<file path="config.mk">
export PLATFORM = sky130hd
export DESIGN_NAME = pix_frame_capture
export DESIGN_NICKNAME = d
export VERILOG_FILES = /design/src/rtl/pfc_pkg.sv /design/src/rtl/pfc_sync.sv /design/src/rtl/pfc_raster.sv /design/src/rtl/pfc_ctrl.sv /design/src/rtl/pix_frame_capture.sv
export SDC_FILE = /design/constraint.sdc
export NUM_CORES = 1
export LEC_CHECK = 0
export BUFFER_PORTS_ARGS = -buffer_cell sky130_fd_sc_hd__buf_2
export CAP_MARGIN = 15
export CORE_MARGIN = 4
export CORE_UTILIZATION = 30
export DETAILED_ROUTE_END_ITERATION = 8
export PLACE_DENSITY_LB_ADDON = 0.12
export SLEW_MARGIN = 20
export SYNTH_ARGS = -nofsm -noshare
export SYNTH_HDL_FRONTEND = slang
export SYNTH_HIERARCHICAL = 1
export SYNTH_SLANG_ARGS = --single-unit
</file>
<file path="constraint.sdc">
create_clock -name clk -period 1.9 [get_ports clk]
set_input_delay 0.095 -clock clk [delete_from_list [all_inputs] [get_ports clk]]
set_output_delay 0.095 -clock clk [all_outputs]
set_load 0.01 [all_outputs]
</file>
<file path="src/rtl/pfc_pkg.sv">
package pfc_pkg;
  typedef enum logic [1:0] {
    CAP_ARMED = 2'd0,
    CAP_RUN   = 2'd1,
    CAP_HOLD  = 2'd2
  } cap_state_t;
endpackage

</file>
<file path="src/rtl/pfc_sync.sv">
module pfc_sync #(
  parameter int          W       = 1,
  parameter int          STAGES  = 2,
  parameter logic [W-1:0] RST_VAL = '0
) (
  input  logic         clk,
  input  logic         rst_n,
  input  logic [W-1:0] d_i,
  output logic [W-1:0] q_o
);
  logic [W-1:0] chain [STAGES];

  for (genvar s = 0; s < STAGES; s++) begin : g_stage
    if (s == 0) begin : g_first
      always_ff @(posedge clk or negedge rst_n)
        if (!rst_n) chain[0] <= RST_VAL;
        else        chain[0] <= d_i;
    end else begin : g_next
      always_ff @(posedge clk or negedge rst_n)
        if (!rst_n) chain[s] <= RST_VAL;
        else        chain[s] <= chain[s-1];
    end
  end

  assign q_o = chain[STAGES-1];
endmodule

</file>
<file path="src/rtl/pfc_raster.sv">
module pfc_raster #(
  parameter int COLS   = 320,
  parameter int ROWS   = 320,
  parameter int ADDR_W = $clog2(COLS*ROWS)
) (
  input  logic              clk,
  input  logic              rst_n,
  input  logic              frame_start,
  input  logic              line_start,
  input  logic              pix_evt,
  output logic              in_window,
  output logic [ADDR_W-1:0] pix_addr
);
  localparam int COL_W = $clog2(COLS + 1);
  localparam int ROW_W = $clog2(ROWS + 1);

  logic [COL_W-1:0]  col_q;
  logic [ROW_W-1:0]  line_q;
  logic [ADDR_W-1:0] base_q;
  logic              line_seen_q;

  always_ff @(posedge clk or negedge rst_n) begin
    if (!rst_n) begin
      col_q       <= '0;
      line_q      <= '0;
      base_q      <= '0;
      line_seen_q <= 1'b0;
    end else if (frame_start) begin
      col_q       <= '0;
      line_q      <= '0;
      base_q      <= '0;
      line_seen_q <= 1'b0;
    end else if (line_start) begin
      col_q <= '0;
      if (!line_seen_q) begin
        line_seen_q <= 1'b1;
      end else if (line_q < ROW_W'(ROWS)) begin
        line_q <= line_q + 1'b1;
        if (line_q < ROW_W'(ROWS - 1))
          base_q <= base_q + ADDR_W'(COLS);
      end
    end else if (pix_evt && col_q < COL_W'(COLS)) begin
      col_q <= col_q + 1'b1;
    end
  end

  assign in_window = line_seen_q && (col_q < COL_W'(COLS)) && (line_q < ROW_W'(ROWS));
  assign pix_addr  = base_q + ADDR_W'(col_q);
endmodule

</file>
<file path="src/rtl/pfc_ctrl.sv">
module pfc_ctrl
  import pfc_pkg::*;
#(
  parameter int PIX_W  = 8,
  parameter int ADDR_W = 17
) (
  input  logic              clk,
  input  logic              rst_n,
  input  logic              frame_start,
  input  logic              pix_evt,
  input  logic              in_window,
  input  logic [ADDR_W-1:0] pix_addr,
  input  logic [PIX_W-1:0]  pix_val,
  input  logic              ack_low,
  output logic              we_o,
  output logic [ADDR_W-1:0] addr_o,
  output logic [PIX_W-1:0]  data_o,
  output logic              rdy_n_o
);
  cap_state_t state_q;
  logic       pix_ok;

  assign pix_ok = pix_evt && in_window && !frame_start;

  always_ff @(posedge clk or negedge rst_n) begin
    if (!rst_n) begin
      state_q <= CAP_ARMED;
      rdy_n_o <= 1'b1;
      we_o    <= 1'b0;
      addr_o  <= '0;
      data_o  <= '0;
    end else begin
      we_o <= 1'b0;
      unique case (state_q)
        CAP_ARMED: begin
          if (frame_start) state_q <= CAP_RUN;
        end
        CAP_RUN: begin
          if (frame_start) begin
            rdy_n_o <= 1'b0;
            if (ack_low) state_q <= CAP_HOLD;
          end else if (!rdy_n_o && ack_low) begin
            state_q <= CAP_HOLD;
          end else if (pix_ok) begin
            we_o    <= 1'b1;
            addr_o  <= pix_addr;
            data_o  <= pix_val;
            rdy_n_o <= 1'b1;
          end
        end
        CAP_HOLD: begin
          if (!ack_low) begin
            state_q <= CAP_ARMED;
            rdy_n_o <= 1'b1;
          end
        end
        default: state_q <= CAP_ARMED;
      endcase
    end
  end
endmodule

</file>
<file path="src/rtl/pix_frame_capture.sv">
module pix_frame_capture #(
  parameter int PIX_W  = 8,
  parameter int COLS   = 320,
  parameter int ROWS   = 320,
  parameter int STAGES = 2
) (
  input  logic                                 clk,
  input  logic                                 rst_n,
  input  logic                                 cam_vsync,
  input  logic                                 cam_href,
  input  logic                                 cam_pclk,
  input  logic [PIX_W-1:0]                     cam_pix,
  input  logic                                 host_ack_n,
  output logic                                 buf_we,
  output logic [$clog2(COLS*ROWS)-1:0]         buf_addr,
  output logic [PIX_W-1:0]                     buf_data,
  output logic                                 frame_rdy_n
);
  localparam int ADDR_W = $clog2(COLS * ROWS);
  localparam int CAM_W  = PIX_W + 3;

  logic [CAM_W-1:0]  cam_s;
  logic [PIX_W-1:0]  pix_s;
  logic              vs_s, hr_s, pk_s, ack_s;
  logic              vs_d, hr_d, pk_d;
  logic              frame_start, line_start, pix_evt;
  logic              in_window;
  logic [ADDR_W-1:0] pix_addr;

  pfc_sync #(.W(CAM_W), .STAGES(STAGES), .RST_VAL('0)) u_cam_sync (
    .clk(clk), .rst_n(rst_n),
    .d_i({cam_vsync, cam_href, cam_pclk, cam_pix}),
    .q_o(cam_s)
  );

  pfc_sync #(.W(1), .STAGES(STAGES), .RST_VAL(1'b1)) u_ack_sync (
    .clk(clk), .rst_n(rst_n), .d_i(host_ack_n), .q_o(ack_s)
  );

  assign {vs_s, hr_s, pk_s, pix_s} = cam_s;

  always_ff @(posedge clk or negedge rst_n) begin
    if (!rst_n) begin
      vs_d <= 1'b0;
      hr_d <= 1'b0;
      pk_d <= 1'b0;
    end else begin
      vs_d <= vs_s;
      hr_d <= hr_s;
      pk_d <= pk_s;
    end
  end

  assign frame_start = vs_d && !vs_s;
  assign line_start  = hr_s && !hr_d;
  assign pix_evt     = pk_s && !pk_d && hr_s;

  pfc_raster #(.COLS(COLS), .ROWS(ROWS), .ADDR_W(ADDR_W)) u_raster (
    .clk(clk), .rst_n(rst_n),
    .frame_start(frame_start), .line_start(line_start), .pix_evt(pix_evt),
    .in_window(in_window), .pix_addr(pix_addr)
  );

  pfc_ctrl #(.PIX_W(PIX_W), .ADDR_W(ADDR_W)) u_ctrl (
    .clk(clk), .rst_n(rst_n),
    .frame_start(frame_start), .pix_evt(pix_evt), .in_window(in_window),
    .pix_addr(pix_addr), .pix_val(pix_s), .ack_low(!ack_s),
    .we_o(buf_we), .addr_o(buf_addr), .data_o(buf_data), .rdy_n_o(frame_rdy_n)
  );
endmodule

</file>
After elaboration in Yosys (flattened, before gate mapping)
Index checks and enable logic that the tools add are counted.

Equal/unequal tests: 8. Add/sub/neg operators: 4. Reduce and logical (&&, ||, !) cells: 28. $lt $le $gt $ge: 3. Muxes and demuxes: 29. Bitwise logic cells: 2.

Operators with widths (count): 2-to-1 mux 17 bit (5); 2-to-1 mux 9 bit (7); less-than comparator 9 bit, second input constant (3); adder 9 x 1 -> 9 bit, second input constant (2); adder 17 x 9 -> 17 bit (1); adder 17 x 9 -> 17 bit, second input constant (1); AND reduction 4 bit (4); logical AND 1 bit (10); 2-to-1 mux 1 bit (10); 2-to-1 mux 2 bit (5); nonzero test 2 bit (5); zero test 1 bit (6); != test 3 x 1 -> 1 bit, second input constant (2); one-hot mux 2 bit (3 select lines) (1); != test 3 x 2 -> 1 bit, second input constant (1); != test 3 bit, second input constant (1); AND reduction 3 bit (1); nonzero test 3 bit (1); equality test 2 x 1 -> 1 bit, second input constant (1); equality test 2 bit, second input constant (1); zero test 2 bit (1); != test 2 x 1 -> 1 bit, second input constant (1); != test 2 bit, second input constant (1); inverter 1 bit (2); one-hot mux 1 bit (2 select lines) (1).

Register bits after elaboration: 92.

Logic depth before layout (Yosys ltp)
Depth after elaboration: 9. Depth in mapped cells: 9. Gate-level depth less buffers: 6.

By module
The synthesis kept the hierarchy.

Modules (own cells, without submodules): pfc_raster (sequential area each 750.7 um2, instances 1, area each 1731.7 um2, cells an instance 188); pfc_ctrl (sequential area each 726.9 um2, instances 1, area each 1218.7 um2, cells an instance 72); pfc_sync at u_cam_sync (sequential area each 550.5 um2, instances 1, area each 633.1 um2, cells an instance 33); pix_frame_capture (sequential area each 75.1 um2, instances 1, area each 100.1 um2, cells an instance 7); pfc_sync at u_ack_sync (sequential area each 52.6 um2, instances 1, area each 52.6 um2, cells an instance 2).

Worst setup path before layout
OpenSTA, ideal clock, no wires.

Kind: reg-to-reg. Start point: register u_raster.col_q[6]. End point: register u_ctrl.addr_o[13]. Required time: 1.775 ns. Stages on the path, launching flop included: 7. Arrival time: 1.814 ns. Period minus slack after synthesis: 1.939 ns. Path buffers: 1. Slack: -0.039 ns. Setup time: 0.125 ns. Cells stage by stage: dfrtp_1 -> o21ai_1 -> and3_1 -> and4bb_2 -> nand3_4 -> buf_6 -> mux2_4.

Word-level cells in the longest chain between the ends: 6. Elaborated cells between the ends (all ways): 7. Those cells by class: 1 x add/sub; 1 x order compare; 5 x reduce/logical.

Ends and longest elaborated chain: start, declared (RTL line pfc_raster.sv:17) `logic [COL_W-1:0] col_q;`; start signal, assigned (RTL line pfc_raster.sv:43) `col_q <= col_q + 1'b1;`; less-than comparator 9 bit (RTL line pfc_raster.sv:47) `assign in_window = line_seen_q && (col_q < COL_W'(COLS)) && (line_q < ROW_W'(ROWS));`; logical AND 1 bit (2 in a row) (RTL line pfc_raster.sv:47); via in_window (RTL line pix_frame_capture.sv:27) `logic in_window;`; logical AND 1 bit (2 in a row) (RTL line pfc_ctrl.sv:23) `assign pix_ok = pix_evt && in_window && !frame_start;`; AND reduction 4 bit (no source line); end signal, assigned (RTL line pfc_ctrl.sv:46) `addr_o <= pix_addr;`; end, declared (RTL line pfc_ctrl.sv:16) `output logic [ADDR_W-1:0] addr_o,`.

The timed path passes the listed nets, and every way through them passes these cells. A chain may end at the register's enable or synchronous reset.

Worst setup path after layout
Start point: register u_raster.col_q[7]. End point: register u_ctrl.addr_o[16].

Elaborated cells between the ends (all ways): 7. Those cells by class: 1 x add/sub; 1 x order compare; 5 x reduce/logical.

RTL lines: adder 17 x 9 -> 17 bit (RTL line pfc_raster.sv:48) `assign pix_addr = base_q + ADDR_W'(col_q);`; via pix_addr[16] (RTL line pix_frame_capture.sv:28) `logic [ADDR_W-1:0] pix_addr;`.

The timed path passes the listed nets, and every way through them passes these cells.

==> impl_metrics.ini <==
[status]
status = finished, final reports clean

[timing]
tightest_slew_ps = 465.0
relSlewSlack_pct = 68.79
period_needed_ps = 1788
maxSlewViolCount = 0
max_clock_freq_mhz = 559.2
layout_worst_path_cycle_share_pct = 94.12
hold_viol_final = 0
setup_ws_ps = 111.8
setup_violations = 0
finalClockSkew_ps = 5.494
hold_ws_ps = 330.5
rsz0062_at_grt = true

[pwr]
finalPower_mw = 4.474
switchingPower_mw = 1.099
powerDensity_mw_per_mm2 = 983.6
ir_drop_uv = 471.3
seqPwrFrac_pct = 48.1
pwr-share-clk_pct = 38.5
combPwrFrac_pct = 13.4
power.share.switching_pct = 24.57
p_int_mw = 3.374
power_leakage_nw = 2.202

[floorplan]
die_w_um = 119.6
die-area_sq_mm = 0.01430
start_util_pct = 30.85
rows = 40
design.core.area_sq_mm = 0.01211
die_y_um = 119.6
io_pins = 41

[yosys]
synth_cells = 302
synth_area_sq_mm = 0.003736
syn_area_per_cell_sq_um = 12.37
synth-seq-cells = 86
yosys.cell_types.count = 43
synth.net_count = 322
ys_seq_area_share_pct = 57.70
synth_warnings = 6

[critical_path]
start_kind = register
path_delay_family = flip-flops
cp_slowest_stage_delay_ps = 430
cp_cell_sequence = ha_1 > a21oi_1 > o21ai_1 > buf_4 > nand4_1 > xnor2_1 > mux2_4
cp_max_fo = 8
arrival_ps = 2010
cp-end-kind = register
crit_buf_inv = 1
crit_slowest_cell = dfrtp_1
required_ps = 2120
path_class = register to register

[clock_tree]
htreeDepth = 3
cts_tree = yes
clk_path_buf_depth = 2
numCtsBuffers = 9
root_buffer = clkbuf_16
clk_latency_ps = 330
clock-sinks = 86
path_clk_slew_ps = 60

[drt]
via_per_inst = 4.368
ant_nets = 0
firstDrtPassIters = 4
drtIter0Drc = 142
wire_per_inst_um = 12.64
wl_mm = 6.659
drc_errors = 0
num_vias = 2302

[placed_design]
routabilityCongestion = 0.7204
port_buffers = 40
placed_cells = 497
place_ws_ps = 60.86
dp_hpwl_mm = 4.256

[finish]
syn2layout_area_growth_pct = 21.73
nets = 374
final_core_util_pct = 37.55
instances_no_fill = 527
drive_above_1_share_pct = 29.53
antenna_cells = 0

[hold_path]
min_path_type = input pin to asynchronous set/reset pin

[grt]
antenna_found_initial = 0
grt-ovfl-total = 0
grt_pass1_vias = 2368
grt_usage_pct = 10.11
grt_max_degree = 87
grt_pass1_wl_mm = 11.61

[flow_run]
timing.max_cap.violations = 0
## final cells by class
type                            count  area [sq um]
Tap cell                          168         210.2
Inverter                            3         11.26
Clock inverter                      5         58.81
Multi-Input combinational cell    184          1394
Timing Repair Buffer               70         485.5
Clock buffer                       11         232.7
Sequential cell                    86          2156
Fill cell                        1201          7564
## power by group through the flow
stage | combinational, mW | sequential (mW) | clock [mW]
global placement | 0.589 | 2.18 | 0
global route | 0.667 | 2.18 | 1.88
detailed placement | 0.595 | 2.19 | 0
floorplan | 0.360 | 2.20 | 0
CTS | 0.617 | 2.16 | 1.80
finish | 0.601 | 2.15 | 1.72
## tightest hold or removal path, stage by stage
cell and delay [ps]:
dlygate4sd3_1 520, buf_4 110, buf_12 340
## flip-flops by register name, indices dropped and copies added, names as in the netlist, 2 cells and up
name              count
u_cam_sync/chain     11
u_ctrl/addr_o        17
u_raster/col_q        9
u_cam_sync/q_o       11
u_raster/line_q       9
u_ctrl/data_o         8
u_ctrl/state_q        2
u_raster/base_q      11
## metrics by stage
step | cell area [sq um] | setup TNS, ps
floorplan | 3740 | 0
detailed placement | 4110 | 0
global route | 4548 | -12.57
global placement | 4110 | 0
finish | 4548 | 0
CTS | 4532 | 0
## cells in the final DEF, fill, tap and decap left out, drive strengths merged, types with 3 or more instances in the layout
cell and instances:
and3 6, nor2b 3, o31ai 4, xnor2 8
and2 5, and4 3, ha 6, a21oi 14
nor2 23, dfstp 3, nand3 13, o21ai 10
buf 57, or3 6, mux2 25, nand2b 3
or4 4, dlygate4sd3 13, clkbuf 11, dfrtp 83
inv 4, xor2 15, nand4 9, nand2 12
## kinds of logic after synthesis
family / Yosys count / synth area share (%)
and+or+nand+nor: 92 / 13.53
DFF: 86 / 57.70
AOI/OAI and AO/OA: 36 / 6.062
buffers and inverters: 32 / 5.325
muxes: 27 / 9.980
xor gates and xnor gates: 23 / 5.392
adders and majority gates: 6 / 2.009
## path summary, 6_finish.rpt
path                            slack [ps]                               to                            from  cells after the start
worst max register to register         110    u_ctrl/addr_o[16]$_DFFE_PN0P_   u_raster/col_q[7]$_DFFE_PN0P_                      7
max in group asynchronous             1180    u_ack_sync/chain[1]$_DFF_PN1_                           rst_n                      3
worst min-delay path                   330  u_raster/base_q[10]$_DFFE_PN0P_                           rst_n                      3
min in group clk                       350      u_cam_sync/q_o[2]$_DFF_PN0_  u_cam_sync/chain[13]$_DFF_PN0_                      0
worst min register to register         350      u_cam_sync/q_o[2]$_DFF_PN0_  u_cam_sync/chain[13]$_DFF_PN0_                      0
worst max-delay path                   110    u_ctrl/addr_o[16]$_DFFE_PN0P_   u_raster/col_q[7]$_DFFE_PN0P_                      7
## cells in the mapped netlist
library cell	n	area share [%]
dfrtp_1	83	56
nand3_4	1	0.47
nand3_1	12	1.6
nand4_1	9	1.5
o21ba_2	1	0.27
clkbuf_1	9	0.90
nor2b_1	3	0.50
a21o_1	1	0.20
mux2_4	19	7.6
nand3b_1	1	0.20
a31oi_1	2	0.33
and3_1	6	1.0
xor2_1	15	3.5
inv_1	3	0.30
ha_1	6	2.0
nand2_1	12	1.2
o21ai_4	1	0.44
buf_2	2	0.27
or4_1	4	0.80
o22ai_1	1	0.17
buf_6	3	0.90
nor2_1	23	2.3
o211ai_2	1	0.33
o21ai_1	3	0.40
a21oi_1	14	1.9
and4bb_2	1	0.33
xnor2_1	8	1.9
a311oi_1	1	0.23
nand2b_1	3	0.50
and3b_1	1	0.23
nor3_1	1	0.13
mux2_2	6	1.8
clkbuf_2	1	0.13
or2_2	1	0.17
mux2i_1	2	0.54
and2_1	5	0.84
and4_1	3	0.70
o31ai_1	4	0.80
buf_4	14	2.8
o21ai_0	6	0.80
or3_1	6	1.0
a21boi_0	1	0.20
dfstp_2	3	2.1
## routing by layer
| layer | track usage [%] | part of all wire [%] | up-vias |
|---|---|---|---|
| li1 | - | - | 1132 |
| met1 | 12.74 | 47 | 1129 |
| met2 | 16.10 | 48 | 32 |
| met3 | 3.252 | 3.3 | 9 |
| met4 | 4.080 | 1.7 | 0 |
| met5 | 0 | 0 | - |
## repair_timing
action,CTS,global route
setup endpoints to repair,0,6
gates resized for setup,0,1
hold buffers,13,0
setup buffers,0,1
endpoints found under the hold margin,95,0
Note: power is estimated with default switching activity, not from simulation.
